===== src/rtl/sdpp_pkg.sv =====
// Shared digit-code helpers for the partial product generator.
// Assumes every digit passed in holds a value 0..9 in its source code.
package sdpp_pkg;

    typedef logic [3:0] nib_t;

    // BCD-4221 encoding of a value 0..9
    function automatic nib_t to4221(input nib_t v);
        case (v)
            4'd0: return 4'b0000;
            4'd1: return 4'b0001;
            4'd2: return 4'b0010;
            4'd3: return 4'b0011;
            4'd4: return 4'b1000;
            4'd5: return 4'b1001;
            4'd6: return 4'b1010;
            4'd7: return 4'b1011;
            4'd8: return 4'b1110;
            default: return 4'b1111;
        endcase
    endfunction

    // BCD-5211 encoding of a value 0..9
    function automatic nib_t to5211(input nib_t v);
        case (v)
            4'd0: return 4'b0000;
            4'd1: return 4'b0001;
            4'd2: return 4'b0100;
            4'd3: return 4'b0101;
            4'd4: return 4'b0111;
            4'd5: return 4'b1000;
            4'd6: return 4'b1001;
            4'd7: return 4'b1100;
            4'd8: return 4'b1101;
            default: return 4'b1111;
        endcase
    endfunction

    // BCD-5421 encoding of a value 0..9
    function automatic nib_t to5421(input nib_t v);
        return (v >= 4'd5) ? {1'b1, 3'(v - 4'd5)} : v;
    endfunction

    // value of a BCD-4221 digit
    function automatic nib_t of4221(input nib_t d);
        return (d[3] ? 4'd4 : 4'd0) + (d[2] ? 4'd2 : 4'd0) +
               (d[1] ? 4'd2 : 4'd0) + (d[0] ? 4'd1 : 4'd0);
    endfunction

    // value of a BCD-5421 digit
    function automatic nib_t of5421(input nib_t d);
        return (d[3] ? 4'd5 : 4'd0) + {1'b0, d[2:0]};
    endfunction

endpackage


===== src/rtl/sdpp_recode.sv =====
// Rewrites each multiplier digit as a signed digit -5..+5 (magnitude and
// sign). The carry only moves one digit up, so there is no ripple.
// Assumes BCD-8421 input digits and N >= 2.
module sdpp_recode #(
    parameter int N = 4
) (
    input  logic [4*N-1:0]  b,
    output logic [N:0][2:0] mag,
    output logic [N:0]      neg
);
    logic [N-1:0] cy;
    logic [N-1:0] cin;

    for (genvar i = 0; i < N; i++) begin : g_dig
        logic [3:0] dig;
        logic [4:0] s;
        logic [4:0] ns;
        assign dig   = b[4*i +: 4];
        assign cy[i] = (dig >= 4'd5);
        if (i == 0) begin : g_lsd
            assign cin[i] = 1'b0;
        end else begin : g_up
            assign cin[i] = cy[i-1];
        end
        // signed digit = digit - 10*carry + carry from below
        always_comb begin
            s      = 5'(dig) - (cy[i] ? 5'd10 : 5'd0) + 5'(cin[i]);
            ns     = 5'd0 - s;
            mag[i] = s[4] ? ns[2:0] : s[2:0];
        end
        assign neg[i] = cy[i];
    end

    // extra top digit is the last carry, never negative
    assign mag[N] = {2'b00, cy[N-1]};
    assign neg[N] = 1'b0;

endmodule


===== src/rtl/sdpp_multiples.sv =====
// Precomputes 1X..5X of the multiplicand in BCD-4221, N+1 digits each.
// 2X, 4X and 5X use recodings and fixed shifts; 3X uses a BCD-8421 adder.
// Assumes a BCD-8421 multiplicand.
module sdpp_multiples
    import sdpp_pkg::*;
#(
    parameter int N = 4
) (
    input  logic [4*N-1:0]           x,
    output logic [4:0][(N+1)*4-1:0]  mults
);
    localparam int W = (N+1)*4;

    logic [W-1:0]   x_ext;
    logic [4*N-1:0] x5211;
    logic [4*N-1:0] x5421;
    logic [W-1:0]   m1, m2, m3, m4, m5;
    logic [W-1:0]   m2_5211, m5_5421, dbl8421, trip8421;

    assign x_ext   = {4'b0000, x};
    assign m2      = {3'b000, x5211, 1'b0};
    assign m4      = {m2_5211[W-2:0], 1'b0};
    assign m5_5421 = {1'b0, x, 3'b000};
    assign dbl8421 = {3'b000, x5421, 1'b0};

    // digit recodings of the multiplicand
    always_comb begin
        for (int i = 0; i < N; i++) begin
            x5211[4*i +: 4] = to5211(x[4*i +: 4]);
            x5421[4*i +: 4] = to5421(x[4*i +: 4]);
        end
    end

    // 1X, 4X-input and 5X digit conversions
    always_comb begin
        for (int i = 0; i < N+1; i++) begin
            m1[4*i +: 4]      = to4221(x_ext[4*i +: 4]);
            m2_5211[4*i +: 4] = to5211(of4221(m2[4*i +: 4]));
            m5[4*i +: 4]      = to4221(of5421(m5_5421[4*i +: 4]));
        end
    end

    // 3X: BCD-8421 carry-propagate addition of X and 2X
    always_comb begin
        logic       c;
        logic [4:0] t;
        c = 1'b0;
        for (int i = 0; i < N+1; i++) begin
            t = 5'(x_ext[4*i +: 4]) + 5'(dbl8421[4*i +: 4]) + 5'(c);
            if (t > 5'd9) begin
                trip8421[4*i +: 4] = 4'(t - 5'd10);
                c = 1'b1;
            end else begin
                trip8421[4*i +: 4] = t[3:0];
                c = 1'b0;
            end
            m3[4*i +: 4] = to4221(trip8421[4*i +: 4]);
        end
    end

    assign mults = {m5, m4, m3, m2, m1};

endmodule


===== src/rtl/sdpp_select.sv =====
// Picks a multiple per signed digit and inverts it for negative digits.
// Inversion of a BCD-4221 digit gives 9 minus its value; the +1 is left
// to the reduction stage. Assumes magnitudes 0..5.
module sdpp_select #(
    parameter int N = 4
) (
    input  logic [4:0][(N+1)*4-1:0] mults,
    input  logic [N:0][2:0]         mag,
    input  logic [N:0]              neg,
    output logic [N:0][(N+1)*4-1:0] pp
);
    localparam int W = (N+1)*4;

    for (genvar i = 0; i <= N; i++) begin : g_pp
        logic [W-1:0] sel;
        // multiple mux followed by conditional inversion
        always_comb begin
            case (mag[i])
                3'd1:    sel = mults[0];
                3'd2:    sel = mults[1];
                3'd3:    sel = mults[2];
                3'd4:    sel = mults[3];
                3'd5:    sel = mults[4];
                default: sel = '0;
            endcase
            pp[i] = neg[i] ? ~sel : sel;
        end
    end

endmodule


===== src/rtl/sdpp_pad.sv =====
// Builds the single word standing for all leading-nine sign extensions.
// Its value is the 10's complement of a 0/1 digit word, so it holds only
// 0, 8 and 9. Flags of positions N-1 and N fall outside 2N digits.
module sdpp_pad #(
    parameter int N = 4
) (
    input  logic [N-2:0]   neg_lo,
    output logic [8*N-1:0] pad
);
    // zeros below the lowest flagged digit, 9 there, 8/9 above it
    always_comb begin
        logic seen;
        logic q;
        seen = 1'b0;
        pad  = '0;
        for (int j = N+1; j < 2*N; j++) begin
            q = neg_lo[j-N-1];
            if (!seen) pad[4*j +: 4] = q ? 4'b1111 : 4'b0000;
            else       pad[4*j +: 4] = q ? 4'b1110 : 4'b1111;
            seen = seen | q;
        end
    end

endmodule


===== src/rtl/sdpp_gen.sv =====
// Signed-digit decimal partial product generator (top).
// Latency is 1 + PIPE_TRIPLE cycles; PIPE_TRIPLE registers the multiples
// and recoded digits to cut the 3X adder path. Synchronous active-low reset.
module sdpp_gen #(
    parameter int N           = 4,
    parameter int PIPE_TRIPLE = 1
) (
    input  logic                       clk,
    input  logic                       rst_n,
    input  logic [4*N-1:0]             a,
    input  logic [4*N-1:0]             b,
    output logic [(N+1)*(N+1)*4-1:0]   pp,
    output logic [N:0]                 pp_neg,
    output logic [8*N-1:0]             pad
);
    localparam int W = (N+1)*4;

    logic [4:0][W-1:0] mults_c, mults_s;
    logic [N:0][2:0]   mag_c, mag_s;
    logic [N:0]        neg_c, neg_s;
    logic [N:0][W-1:0] pp_c;
    logic [8*N-1:0]    pad_c;

    sdpp_multiples #(.N(N)) i_mult (.x(a), .mults(mults_c));
    sdpp_recode    #(.N(N)) i_rec  (.b(b), .mag(mag_c), .neg(neg_c));

    if (PIPE_TRIPLE != 0) begin : g_pipe
        // optional stage after multiple generation and recoding
        always_ff @(posedge clk) begin
            if (!rst_n) begin
                mults_s <= '0;
                mag_s   <= '0;
                neg_s   <= '0;
            end else begin
                mults_s <= mults_c;
                mag_s   <= mag_c;
                neg_s   <= neg_c;
            end
        end
    end else begin : g_flat
        assign mults_s = mults_c;
        assign mag_s   = mag_c;
        assign neg_s   = neg_c;
    end

    sdpp_select #(.N(N)) i_sel (.mults(mults_s), .mag(mag_s), .neg(neg_s), .pp(pp_c));
    sdpp_pad    #(.N(N)) i_pad (.neg_lo(neg_s[N-2:0]), .pad(pad_c));

    // output register
    always_ff @(posedge clk) begin
        if (!rst_n) begin
            pp     <= '0;
            pp_neg <= '0;
            pad    <= '0;
        end else begin
            pp     <= pp_c;
            pp_neg <= neg_s;
            pad    <= pad_c;
        end
    end

endmodule


===== config.mk =====
export PLATFORM = sky130hd
export DESIGN_NAME = sdpp_gen
export DESIGN_NICKNAME = d
export VERILOG_FILES = /design/src/rtl/sdpp_pkg.sv /design/src/rtl/sdpp_recode.sv /design/src/rtl/sdpp_multiples.sv /design/src/rtl/sdpp_select.sv /design/src/rtl/sdpp_pad.sv /design/src/rtl/sdpp_gen.sv
export SDC_FILE = /design/constraint.sdc
export NUM_CORES = 1
export LEC_CHECK = 0
export ABC_CLOCK_PERIOD_IN_PS = 22600
export CAP_MARGIN = 20
export CORE_UTILIZATION = 48
export DETAILED_ROUTE_END_ITERATION = 6
export GPL_TIMING_DRIVEN = 1
export PLACE_DENSITY = 0.72
export RECOVER_POWER = 100
export SETUP_SLACK_MARGIN = 0.15
export SLEW_MARGIN = 10
export SYNTH_ARGS = -nofsm -noshare
export SYNTH_HDL_FRONTEND = slang
export SYNTH_SLANG_ARGS = --single-unit

===== constraint.sdc =====
create_clock -name clk -period 22.6 [get_ports clk]
set_clock_uncertainty 0.15 [all_clocks]
set_input_delay 4.52 -clock clk [delete_from_list [all_inputs] [get_ports clk]]
set_output_delay 4.52 -clock clk [all_outputs]
set_load 0.03 [all_outputs]

==> metrics.json <==
{
  "drt_iter0_markers": 850,
  "hold_viol_final": 0,
  "async_reset_ff_share_pct": 0,
  "synthCells": 1292,
  "antenna_cells": 0,
  "maxCapViolCount": 3,
  "clock_path_buffers": 3,
  "post_cts_resized": 0,
  "start_util_pct": 48.98,
  "area.growth.synth_to_final_pct": 18.27,
  "gp_routability_congestion": 0.8809,
  "min-delay-path-class": "reg -> reg",
  "synth-seq-area-share_pct": 34.89,
  "antenna_violations_before_repair": 0,
  "pwr-share-comb_pct": 32.7,
  "dpl-instance-area_mm2": 0.01293,
  "drt_pre_antenna_iters": 5,
  "reg2reg_from": "mag_s[3]$_SDFF_PN0_",
  "number_of_storage_elements_in_the_synthesis_netlist": 201,
  "clkSlewWorstSetupHoldPaths_ns": 0.06,
  "setup_slack_reg_to_reg_ns": 19.63,
  "clock-sinks": 201,
  "cts-buffers-inserted": 22,
  "hold_path_startpoint": "mults_s[5]$_SDFF_PN0_",
  "die_x_um": 157,
  "num_io_pins": 171,
  "ys_warn_count": 0,
  "period_minus_slack_ns": 13.68,
  "timing_worst_setup_path_type": "in -> reg",
  "edff_count_synth": 0,
  "final_layout_size_suffix_gt1_share_pct": 8.155,
  "post-route-period-util_pct": 60.53,
  "route.vias.total": 9153,
  "launching_element_of_the_worst_setup_path": "a[0]",
  "dominantRegCellSynth": "dfxtp_1",
  "postCtsSetupBuffers": 0,
  "critical_path.startpoint_type": "input port",
  "tightest_slew_ns": 3.560,
  "clock_power_share_pct": 29.5,
  "crit_path_max_fanout": 8,
  "tritoncts": "built",
  "totalWireLength_um": 28240,
  "worst_slew_margin_rel_pct": -137.3,
  "fillers": 2067,
  "violations": "capacitance limit, slew limit",
  "gr-total-overflow": 0,
  "final_nets": 1506,
  "setup_tns_ns": 0,
  "critical_path.max_stage_delay_ns": 0.68,
  "power.share.switching_pct": 34.54,
  "timing.critical_path.slowest_stage_cell": "dlygate4sd3_1",
  "synth.cell_area_mm2": 0.01153,
  "vdd.ir_drop.worst_v": 0.00004595,
  "final_setup_violations": 0,
  "fmax_ghz": 0.07310,
  "power.density_cell_area_mw_per_mm2": 89.90,
  "p_switching_uw": 423.6,
  "floorplan.rows": 56,
  "drc": 0,
  "grt_max_degree": 96,
  "cellLeakagePower_nw": 5.901,
  "root_buffer": "clkbuf_16",
  "global_route_wire_length_before_repair_um": 45420,
  "detailedPlacementHpwl_um": 20620,
  "vias_in_the_first_global_route": 8472,
  "critPathCaptureType": "flip-flop",
  "timing_max_transition_violations_final": 203,
  "avgRoutedWirePerCell_um": 16.44,
  "final_cell_area_mm2": 0.01364,
  "routed_via_density": 5.331,
  "cp_data_required_time_ns": 22.82,
  "design.core.area_mm2": 0.02354,
  "cellInternalPower_uw": 802.6,
  "pwr-share-seq_pct": 37.8,
  "run_status": "complete, but fails checks",
  "synthDistinctLibCells": 49,
  "drtAntennaViolNets": 0,
  "cts_h_tree_depth": 1,
  "io_buffer_count": 145,
  "rsz0062_at_grt": "false",
  "floorplan.die_area_mm2": 0.02465,
  "worst_ep_arrival_time_ns": 13.90,
  "synthesis.area_per_instance_um2": 8.926,
  "groute.usage.overall_pct": 23.13,
  "die_height_um": 157,
  "cts_hold_repair.buffers": 0,
  "clk-insertion-delay-late_ns": 0.50
}
logic make-up after synthesis:
group / share of synthesized area, %
simple gates: 13.50
compound gates: 13.31
flops: 34.89
buf+inv: 7.692
mux: 12.03
xor+xnor: 8.257
fa+ha+maj: 10.29
other cells: 0.03252
cell type report:
class                           count  area [um^2]  share of cell area (%)
Multi-Input combinational cell    930         6684                   49.00
Timing Repair Buffer              155         1514                   11.10
Inverter                           72        271.5                   1.991
Sequential cell                   201         4024                   29.50
Clock inverter                      9        111.4                  0.8164
Tap cell                          319        399.1                   2.926
Clock buffer                       31        635.6                   4.660
routing by layer:
metal  wire [um]  track usage, %  up-vias
li1            -               -     4524
met1       14140           34.59     4248
met2       11750           35.05      351
met3        1855           2.808       30
met4         488           5.369        0
met5           0               0        -
path summary, 6_finish.rpt:
path,end,depth (start not counted)
hold reg to reg,pp[85]$_SDFF_PN0_,1
setup / recovery,mults_s[52]$_SDFF_PN0_,37
hold / removal,pp[85]$_SDFF_PN0_,1
setup reg to reg,pp[26]$_SDFF_PN0_,6
critical path, delay by kind of cell:
| kind | cells | cell delay [ns] |
|---|---|---|
| multiplexers | 1 | 0.38 |
| XOR/XNOR | 2 | 0.50 |
| AND/OR/NAND/NOR | 5 | 0.72 |
| buffers and inverters | 8 | 1.22 |
| AO/OA/AOI/OAI | 9 | 2.30 |
| adder cells (fa/ha/maj) | 12 | 4.24 |
flip-flops by register name, indices dropped and copies added (netlist names):
signal   count
pp          96
pad          5
neg_s        3
pp_neg       3
mults_s     81
mag_s       13
per-stage QoR:
stage	total power, mW	utilization (%)	hold slack (ns)	instances	worst slack [ns]
5_1_grt	1.293	57.93	0.4457	1717	8.218
6_report	1.226	57.93	0.4193	1717	8.921
4_1_cts	1.244	58.09	0.4136	1717	9.824
3_5_place_dp	0.8795	54.92	0.4040	1677	9.338
2_1_floorplan	0.7590	-	0.3423	1316	10.52
3_3_place_gp	0.8708	54.92	0.4007	1677	9.667
cells in the final DEF (no fill, tap or decap), types with 4 or more instances in the layout:
master           count
nand3_1             12
a22oi_1             57
mux2i_1             67
o21ai_0             37
nand2b_1            23
fa_1                 8
ha_1                82
nor2b_1             19
a211oi_1             5
o22ai_1             56
inv_1               68
or3_1                9
o21a_1               4
dlygate4sd3_1      113
and2_1              15
a21oi_1             42
clkbuf_16           23
and2_0               8
a31oi_1              7
nand2_1             42
clkbuf_1             7
mux2_2              60
xnor2_1             96
dfxtp_1            201
xor2_1              11
conb_1              25
buf_4                8
a21o_1              11
clkdlybuf4s50_1     31
nor2_1             187
and3_1              20
cells in the mapped netlist, types with 2 or more instances:
master    number  area (um^2)
o22ai_1       56        350.3
and2_1        23        143.9
a21oi_1       42        210.2
o21ai_0       32        160.2
mux2_2        60        675.7
or3_1          9        56.30
buf_2         13        65.06
o21a_1         4        30.03
or2_2          2        12.51
xnor2_1       96        840.8
a31o_2         2        17.52
a22o_1         2        17.52
a22oi_1       57        427.9
mux2i_1       67        670.6
dfxtp_1      201         4024
nand2b_1      23        143.9
o21ai_2        2        17.52
buf_4         47        352.8
a21o_1        11        82.58
nor2b_1       19        118.9
a31oi_1        7        43.79
xor2_1         9        78.83
clkbuf_1      41        153.9
ha_1          82         1026
nand2_1       42        157.7
nand3_1       12        60.06
a21boi_0       3        22.52
mux2_4         2        30.03
and3b_1        3        26.28
fa_1           8        160.2
xor2_2         2        32.53
a21oi_2        2        17.52
inv_1         69        259.0
o221ai_1       3        26.28
o21ai_1        3        15.01
buf_1         12        45.04
clkinv_1       3        11.26
a211oi_1       5        37.54
and3_1        20        125.1
nor2_1       187        701.9
power by group through the flow:
stage	clock, mW	sequential (mW)	combinational [mW]
after global routing	0.384	0.468	0.441
after floorplan	0	0.481	0.278
after global placement	0	0.469	0.402
final	0.361	0.464	0.402
after detailed placement	0	0.469	0.410
after CTS	0.369	0.462	0.413
No activity file was read; power rests on OpenSTA's default activity.
